`config.mk`:
```
export PLATFORM = sky130hd
export DESIGN_NAME = sd_irq_ctrl
export DESIGN_NICKNAME = d
export VERILOG_FILES = /design/src/rtl/sd_irq_ctrl.sv
export SDC_FILE = /design/constraint.sdc
export NUM_CORES = 1
export LEC_CHECK = 0
export BUFFER_PORTS_ARGS = -buffer_cell sky130_fd_sc_hd__buf_2
export CAP_MARGIN = 40
export CELL_PAD_IN_SITES_DETAIL_PLACEMENT = 1
export CELL_PAD_IN_SITES_GLOBAL_PLACEMENT = 2
export CORE_MARGIN = 8
export CORE_UTILIZATION = 27
export DETAILED_ROUTE_END_ITERATION = 8
export GPL_TIMING_DRIVEN = 0
export PLACE_DENSITY = 0.81
export SLEW_MARGIN = 20
export SYNTH_ARGS = -nofsm -noshare
export SYNTH_HDL_FRONTEND = slang
export SYNTH_SLANG_ARGS = --single-unit
```
`constraint.sdc`:
```
create_clock -name clk -period 2.3 [get_ports clk]
set_input_delay 0.345 -clock clk [delete_from_list [all_inputs] [get_ports clk]]
set_output_delay 0.345 -clock clk [all_outputs]
set_load 0.02 [all_outputs]
```
`src/rtl/sd_irq_ctrl.sv`:
```
module sd_irq_ctrl #(
  parameter int ERR_W = 2
) (
  input  logic             clk,
  input  logic             rst_n,
  input  logic [31:0]      evt,
  input  logic             sts_wr,
  input  logic             ena_wr,
  input  logic [31:0]      wr_data,
  input  logic [3:0]       wr_be,
  input  logic             srst_wr,
  input  logic [7:0]       srst,
  input  logic             dma_err_wr,
  input  logic [ERR_W-1:0] dma_err_code,
  output logic [31:0]      int_status,
  output logic [31:0]      int_enable,
  output logic [ERR_W-1:0] dma_err,
  output logic             irq
);
  localparam logic [31:0] IMPL     = 32'h03FF_81FB;
  localparam logic [31:0] CMD_GRP  = 32'h0000_0001;
  localparam logic [31:0] DATA_GRP = 32'h0000_000A;

  logic [31:0] lane_mask, clr, set;
  logic        full_rst, cmd_rst, data_rst;

  always_comb begin
    for (int i = 0; i < 4; i++) lane_mask[i*8 +: 8] = {8{wr_be[i]}};
  end

  assign full_rst = srst_wr & srst[0];
  assign cmd_rst  = srst_wr & srst[1];
  assign data_rst = srst_wr & srst[2];
  assign set      = evt & IMPL;
  assign clr      = ({32{sts_wr}} & wr_data & lane_mask)
                  | ({32{cmd_rst}} & CMD_GRP)
                  | ({32{data_rst}} & DATA_GRP)
                  | {32{full_rst}};

  always_ff @(posedge clk or negedge rst_n) begin
    if (!rst_n) begin
      int_status <= '0;
      int_enable <= '0;
      dma_err    <= '0;
    end else begin
      int_status <= (int_status & ~clr) | set;
      if (full_rst)
        int_enable <= '0;
      else if (ena_wr)
        int_enable <= (int_enable & ~lane_mask) | (wr_data & lane_mask);
      if (dma_err_wr)
        dma_err <= dma_err_code;
      else if (full_rst || data_rst)
        dma_err <= '0;
    end
  end

  assign irq = |(int_status & int_enable);
endmodule


```
==> key figures, run 1 <==
Synthesis
  • Post-synthesis xor/xnor area fraction: 0%
  • Syn Nets: ~370
  • Synth Cell Area: approximately 2800 um^2
  • Simple-gate share of the synthesized area: 17.93%
  • Adder-Cell Fraction of Synth Area: 0%
  • Mux cell area share after synthesis: 0%
  • Post-synthesis compound-gate area fraction: approximately 19%
  • Sequential share of the synthesized area: about three fifths
  • Post-synthesis area per instance: roughly 9.8 um^2
  • Netlist cell types: 14
  • Largest family of logic cells by synthesized area: compound AO/OA/AOI/OAI gates
  • Flip-flop and latch count after synthesis: 66
  • Mapped Cells: 284
  • Synth warnings: 0

Die
  • Chip Height: 117.4 um
  • Die area: roughly 14000 um^2
  • Die W: between 100 and 150 um
  • FP Rows: 37
  • Initial Utilization: approximately 27%
  • Core area: about 10000 um^2
  • # IOs: 151

Drt
  • DR vias/cell: 4.878
  • Starting DRT DRC Count: 97
  • DR WL/cell: 19.68 um
  • DRT Wirelength: roughly 11 mm
  • Drt pass-1 iters: 4
  • Routed Antenna Nets: 0
  • Via count: between 2k and 3k
  • # DRC: 0

STA
  • RSZ-0062 raised after global routing: false
  • TNS Setup: 0 ns
  • Worst-Margin Slew: around 0.69 ns
  • Max transition margin: 53.96%
  • Final Setup Violations: 0
  • Tmin final: 2.214 ns
  • Clock skew: 0 ns
  • F_max: 451.6 MHz
  • Final hold slack: 0.1781 ns
  • Endpoints failing hold: 0
  • Period Utilization, post-route: 96.27%
  • Max-slew violations: 0

Global route
  • GRT Util Overall: roughly 16%
  • First-pass GRT wire length: roughly 18 mm
  • Congestion Overflow GR: 0
  • Initial antenna violation count: 0
  • Vias in the first global route: between 3k and 4k
  • Pin count of the biggest net entering global routing: 36

Worst setup path
  • R2R setup slack: 1.59 ns
  • CP Class: register to output pin
  • Worst-path cell chain: a22oi_2 -> nand4_1 -> or4_4 -> buf_2
  • CP max stage delay: about 0.56 ns
  • Crit-path max FO: 3
  • Worst EP arrival: roughly 1.9 ns
  • CP Launch Type: register
  • Critical path's slowest cell: or4_4
  • Req. time, crit path: a little under 2 ns
  • CP endpoint kind: output pin

Clocking
  • Deepest clock path buffer count: 2
  • CTS tree: done
  • Maximum level of the CTS H-tree: 3
  • # Post-CTS Setup Buffers: 0
  • Sink Count: 66
  • Reg clk slew, reported paths: 0.07 ns
  • CTS buffer count: 9
  • Worst-Skew Late Latency: around 0.34 ns
  • Clock Tree Root: clkbuf_8

Finish
  • Layout cell share with drive strength beyond 1: 39.02%
  • Layout area overhead: 37.70%
  • Register area: 1652 um^2
  • Multi-input gate area: 1074 um^2
  • Final instance area: 3825 um^2
  • Finished Layout Cells: ~560
  • Inserted Diodes: 0
  • Fill cells: around 1.2k
  • Layout Nets: about 500
  • Layout Utilization: 37.73%

Power and ir drop
  • PD cells: around 710 nW/um^2
  • Leak: 1.852 nW
  • Maximum VDD drop: 0.0002544 V

Place
  • Final Wtd Congestion: approximately 0.75
  • Cells after DPL: 548
  • DP Area: ~3600 um^2
  • I/O Buffers: 127
  • Dpl hpwl: 8.459 mm

Worst hold path
  • Worst hold path class: input port to register

Job
  • Total of max-cap violations: 0

Run status
  • Outcome: completed
kinds of logic (layout without fill, tap and decap cells):
logic type / after synthesis / after routing
AND/OR/NAND/NOR: 115 / 115
flip-flops: 66 / 66
AO/OA/AOI/OAI: 84 / 84
buffers and inverters: 19 / 163
path summary, 6_finish.rpt:
check / start / endpoint / cells after the start
setup reg to reg: int_status[24]$_DFF_PN0_ / int_status[24]$_DFF_PN0_ / 1
min in group asynchronous: rst_n / int_status[28]$_DFF_PN0_ / 2
setup / recovery: int_enable[30]$_DFFE_PN0P_ / irq / 4
max in group asynchronous: rst_n / int_status[13]$_DFF_PN0_ / 3
hold reg to reg: dma_err[1]$_DFFE_PN0P_ / dma_err[1]$_DFFE_PN0P_ / 2
hold / removal: wr_data[11] / int_status[11]$_DFF_PN0_ / 2
layout make-up:
class,instances,share of cell area [%]
flip-flops and latches,66,43.18
well taps,136,4.449
clock buffers,12,4.056
clock inverters,3,0.3925
plain buffers,19,2.388
repair buffers,129,17.47
multi-input cells,199,28.07
metrics by stage:
step / total power [mW] / setup slack [ns]
after floorplan: 1.566 / 0.5811
after global placement: 1.816 / 0.3881
after detailed placement: 1.833 / 0.3977
after CTS: 2.727 / 0.02237
after global routing: 2.835 / 0.003235
final: 2.707 / 0.08569
worst max-delay path, delay by kind of cell, from the launching register on:
family	cells	cell delay [ns]
simple gates	2	0.71
compound gates	1	0.23
flops	1	0.41
buf+inv	1	0.18
registers in the layout, summed over array words and instances, names as in the netlist:
signal / count
int_enable: 32
int_status: 32
dma_err: 2
cells in the final DEF (no fill, tap or decap):
| master | instances |
|---|---|
| a22oi_1 | 8 |
| buf_2 | 142 |
| o21ai_0 | 1 |
| buf_4 | 1 |
| clkinv_2 | 3 |
| clkbuf_8 | 11 |
| nand2_1 | 73 |
| and2_1 | 5 |
| nand4_1 | 4 |
| or4_4 | 1 |
| buf_12 | 1 |
| a22oi_2 | 8 |
| a21oi_1 | 45 |
| dlygate4sd3_1 | 1 |
| clkbuf_1 | 4 |
| nand3_1 | 32 |
| a31o_1 | 19 |
| o21ai_1 | 3 |
| dfrtp_1 | 66 |
routing by layer:
metal,global-route usage (%),wire (um)
met1,19.81,4948
met2,26.90,5435
met3,4.365,591
met4,5.353,127
met5,0,0
cells in the mapped netlist:
library cell / number / area share [%]
o21ai_1: 3 / 0.54
nand3_1: 32 / 5.8
clkbuf_1: 3 / 0.41
buf_2: 16 / 2.9
a21oi_1: 45 / 8.1
o21ai_0: 1 / 0.18
a22oi_2: 1 / 0.45
a22oi_1: 15 / 4.1
or4_1: 1 / 0.27
nand2_1: 73 / 9.9
and2_1: 5 / 1.1
nand4_1: 4 / 0.90
dfrtp_1: 66 / 59
a31o_1: 19 / 6.0
where the power goes:
group | total, mW | internal, mW | switching, mW
Sequential | 1.31 | 1.24 | 0.0724
Combinational | 0.500 | 0.180 | 0.320
Clock | 0.898 | 0.440 | 0.458
Total | 2.71 | 1.86 | 0.850
repair_timing:
action	in CTS	in global routing
resized for setup	0	8
endpoints found under the hold margin	31	0
setup endpoints to repair	0	1
hold buffers	1	0
(Power assumes the default switching activity.)
==> run 2: changes to the inputs <==
--- a/config.mk
+++ b/config.mk
@@ -6,14 +6,14 @@
 export NUM_CORES = 1
 export LEC_CHECK = 0
 export BUFFER_PORTS_ARGS = -buffer_cell sky130_fd_sc_hd__buf_2
-export CAP_MARGIN = 40
+export CAP_MARGIN = 0
 export CELL_PAD_IN_SITES_DETAIL_PLACEMENT = 1
 export CELL_PAD_IN_SITES_GLOBAL_PLACEMENT = 2
 export CORE_MARGIN = 8
-export CORE_UTILIZATION = 27
+export CORE_UTILIZATION = 25
 export DETAILED_ROUTE_END_ITERATION = 8
 export GPL_TIMING_DRIVEN = 0
-export PLACE_DENSITY = 0.81
+export PLACE_DENSITY = 0.76
 export SLEW_MARGIN = 20
 export SYNTH_ARGS = -nofsm -noshare
 export SYNTH_HDL_FRONTEND = slang
==> constraint.sdc (replaced) <==
create_clock -name clk -period 2.2 [get_ports clk]
set_input_delay 0.33 -clock clk [delete_from_list [all_inputs] [get_ports clk]]
set_output_delay 0.33 -clock clk [all_outputs]
set_load 0.02 [all_outputs]
==> key figures, run 2 (synthesis results as in run 1) <==
Global route
  • GRT Util Overall: around 16%
  • Vias in the first global route: 3082
  • Congestion Overflow GR: 0
  • First-pass GRT wire length: around 18 mm
  • Pin count of the biggest net entering global routing: 39
  • Initial antenna violation count: 0

STA
  • Endpoints failing hold: 0
  • Final Setup Violations: 0
  • Period Utilization, post-route: between 90% and 100%
  • Worst-Margin Slew: around 0.69 ns
  • Max-slew violations: 0
  • F_max: 466.2 MHz
  • Clock skew: 0 ns
  • Max transition margin: 54.03%
  • Final hold slack: between 0.15 and 0.2 ns
  • Tmin final: 2.145 ns
  • RSZ-0062 raised after global routing: true

Power and ir drop
  • Leak: 1.911 nW
  • Maximum VDD drop: roughly 0.00028 V
  • Sw Share: 29.40%
  • Sw Pwr: between 0.9 and 1 mW
  • Sequential power share: 44.8%
  • Clock Power Share: 37.5%
  • Int Pwr: 2.163 mW
  • Combinational power share: ~18%
  • PD cells: 772.1 nW/um^2
  • Tot Pwr: just over 3 mW

Finish
  • Inserted Diodes: 0
  • Multi-input gate area: about 1100 um^2
  • Layout area overhead: 42.84%
  • Top flop regs: int_enable (32), int_status (32), dma_err (2)
  • Layout cell share with drive strength beyond 1: 41.51%
  • Layout Nets: 515
  • Most frequent cells in the layout: buf_2 (141), nand2_1 (73), dfrtp_1 (66), a21oi_1 (45), nand3_1 (32)
  • Fill cells: 1315
  • Most common cell after layout, fill and taps aside: buf_2
  • Register area: 1652 um^2

Place
  • I/O Buffers: 127
  • Final Wtd Congestion: 0.7271
  • Dpl hpwl: 8.610 mm

Worst setup path
  • Crit-path max FO: 3
  • Worst EP arrival: ~1.8 ns
  • Req. time, crit path: 1.87 ns
  • CP endpoint kind: output pin
  • Crit Reg-Reg Startpoint: int_status[1]$_DFF_PN0_
  • CP Launch Type: register
  • CP Class: register to output pin
  • CP startpoint: int_enable[12]$_DFFE_PN0P_

Drt
  • Routed Antenna Nets: 0
  • DR vias/cell: 4.767
  • Starting DRT DRC Count: 139
  • DRT Wirelength: 11.42 mm
  • DR WL/cell: a little under 20 um
  • Via count: ~2.7k
  • # DRC: 0
  • Drt pass-1 iters: 4

Clocking
  • Reg clk slew, reported paths: 0.08 ns
  • Maximum level of the CTS H-tree: 3
  • Clock Tree Root: clkbuf_8
  • Worst-Skew Late Latency: 0.34 ns
  • Sink Count: 66
  • Deepest clock path buffer count: 2
  • CTS buffer count: 9
  • CTS tree: done

Die
  • Die W: approximately 120 um
  • Initial Utilization: 25.62%
  • Die area: ~15000 um^2
  • Core area: around 11000 um^2
  • Chip Height: 121.4 um
  • FP Rows: 38
  • # IOs: 151

Run status
  • Outcome: completed

Job
  • Total of max-cap violations: 0

Worst hold path
  • Worst hold path class: input port to register
  • Hold Crit Start: wr_data[29]
## run 2: cell types whose count changed in the layout (fill, tap and decap cells not counted), sizes merged
cell and delta:
buf +7, bufinv +2, clkbuf -1, clkinv -1, clkinvlp +1
## run 2: power groups by stage
stage | Combinational [mW] | Clock (mW) | Sequential (mW)
floorplan | 0.164 | 0 | 1.47
global placement | 0.521 | 0 | 1.38
detailed placement | 0.532 | 0 | 1.39
CTS | 0.538 | 1.18 | 1.37
global route | 0.596 | 1.23 | 1.39
finish | 0.544 | 1.15 | 1.37
## run 2: area by class of cell
type	count	area share [%]
clock buffer	11	3.564
timing repair buffer	136	18.32
multi-input combinational	199	27.81
buffer	19	2.302
tap	140	4.415
clock inverter	5	1.955
sequential	66	41.63
## run 2: timing repair
action | CTS | global route
pin swaps | 4 | 7
gates resized for setup | 7 | 9
hold buffers | 1 | 0
buffers inserted | 2 | 5
setup endpoints to repair | 1 | 1
hold endpoints to repair | 28 | 0
## run 2: final timing paths
kind                       cells past startpoint                    endpoint  slack (ns)
max reg2reg                                    2     int_status[1]$_DFF_PN0_        1.36
min in group asynchronous                      2  int_enable[20]$_DFFE_PN0P_        0.46
max in group asynchronous                      3   int_enable[8]$_DFFE_PN0P_        1.20
min                                            2    int_status[29]$_DFF_PN0_        0.16
min reg2reg                                    2      dma_err[1]$_DFFE_PN0P_        0.52
max                                            4                         irq        0.05
## run 2: routing by layer
layer  part of all wire (%)  global-route usage [%]  routed length [um]
met5                      0                       0                   0
met2                     49                   26.11                5608
met1                     44                   19.75                5011
met3                    6.4                   4.281                 734
met4                   0.61                   4.241                  70
## run 2: per-stage QoR
step | utilization [%] | worst slack [ns] | cells | area [um^2] | setup TNS (ns)
floorplan | - | 0.4961 | 284 | 2778 | 0
global placement | 33.10 | 0.3329 | 551 | 3588 | 0
detailed placement | 33.31 | 0.3327 | 552 | 3611 | 0
CTS | 35.86 | 0.004533 | 571 | 3887 | 0
global route | 36.60 | -0.01784 | 576 | 3968 | -0.01784
finish | 36.60 | 0.05497 | 576 | 3968 | 0
## run 2: critical path, cell delays in order, from the launching register on
cell,delay (ns)
dfrtp_1,0.42
a22oi_2,0.21
nand4_1,0.17
or4_4,0.54
buf_6,0.15
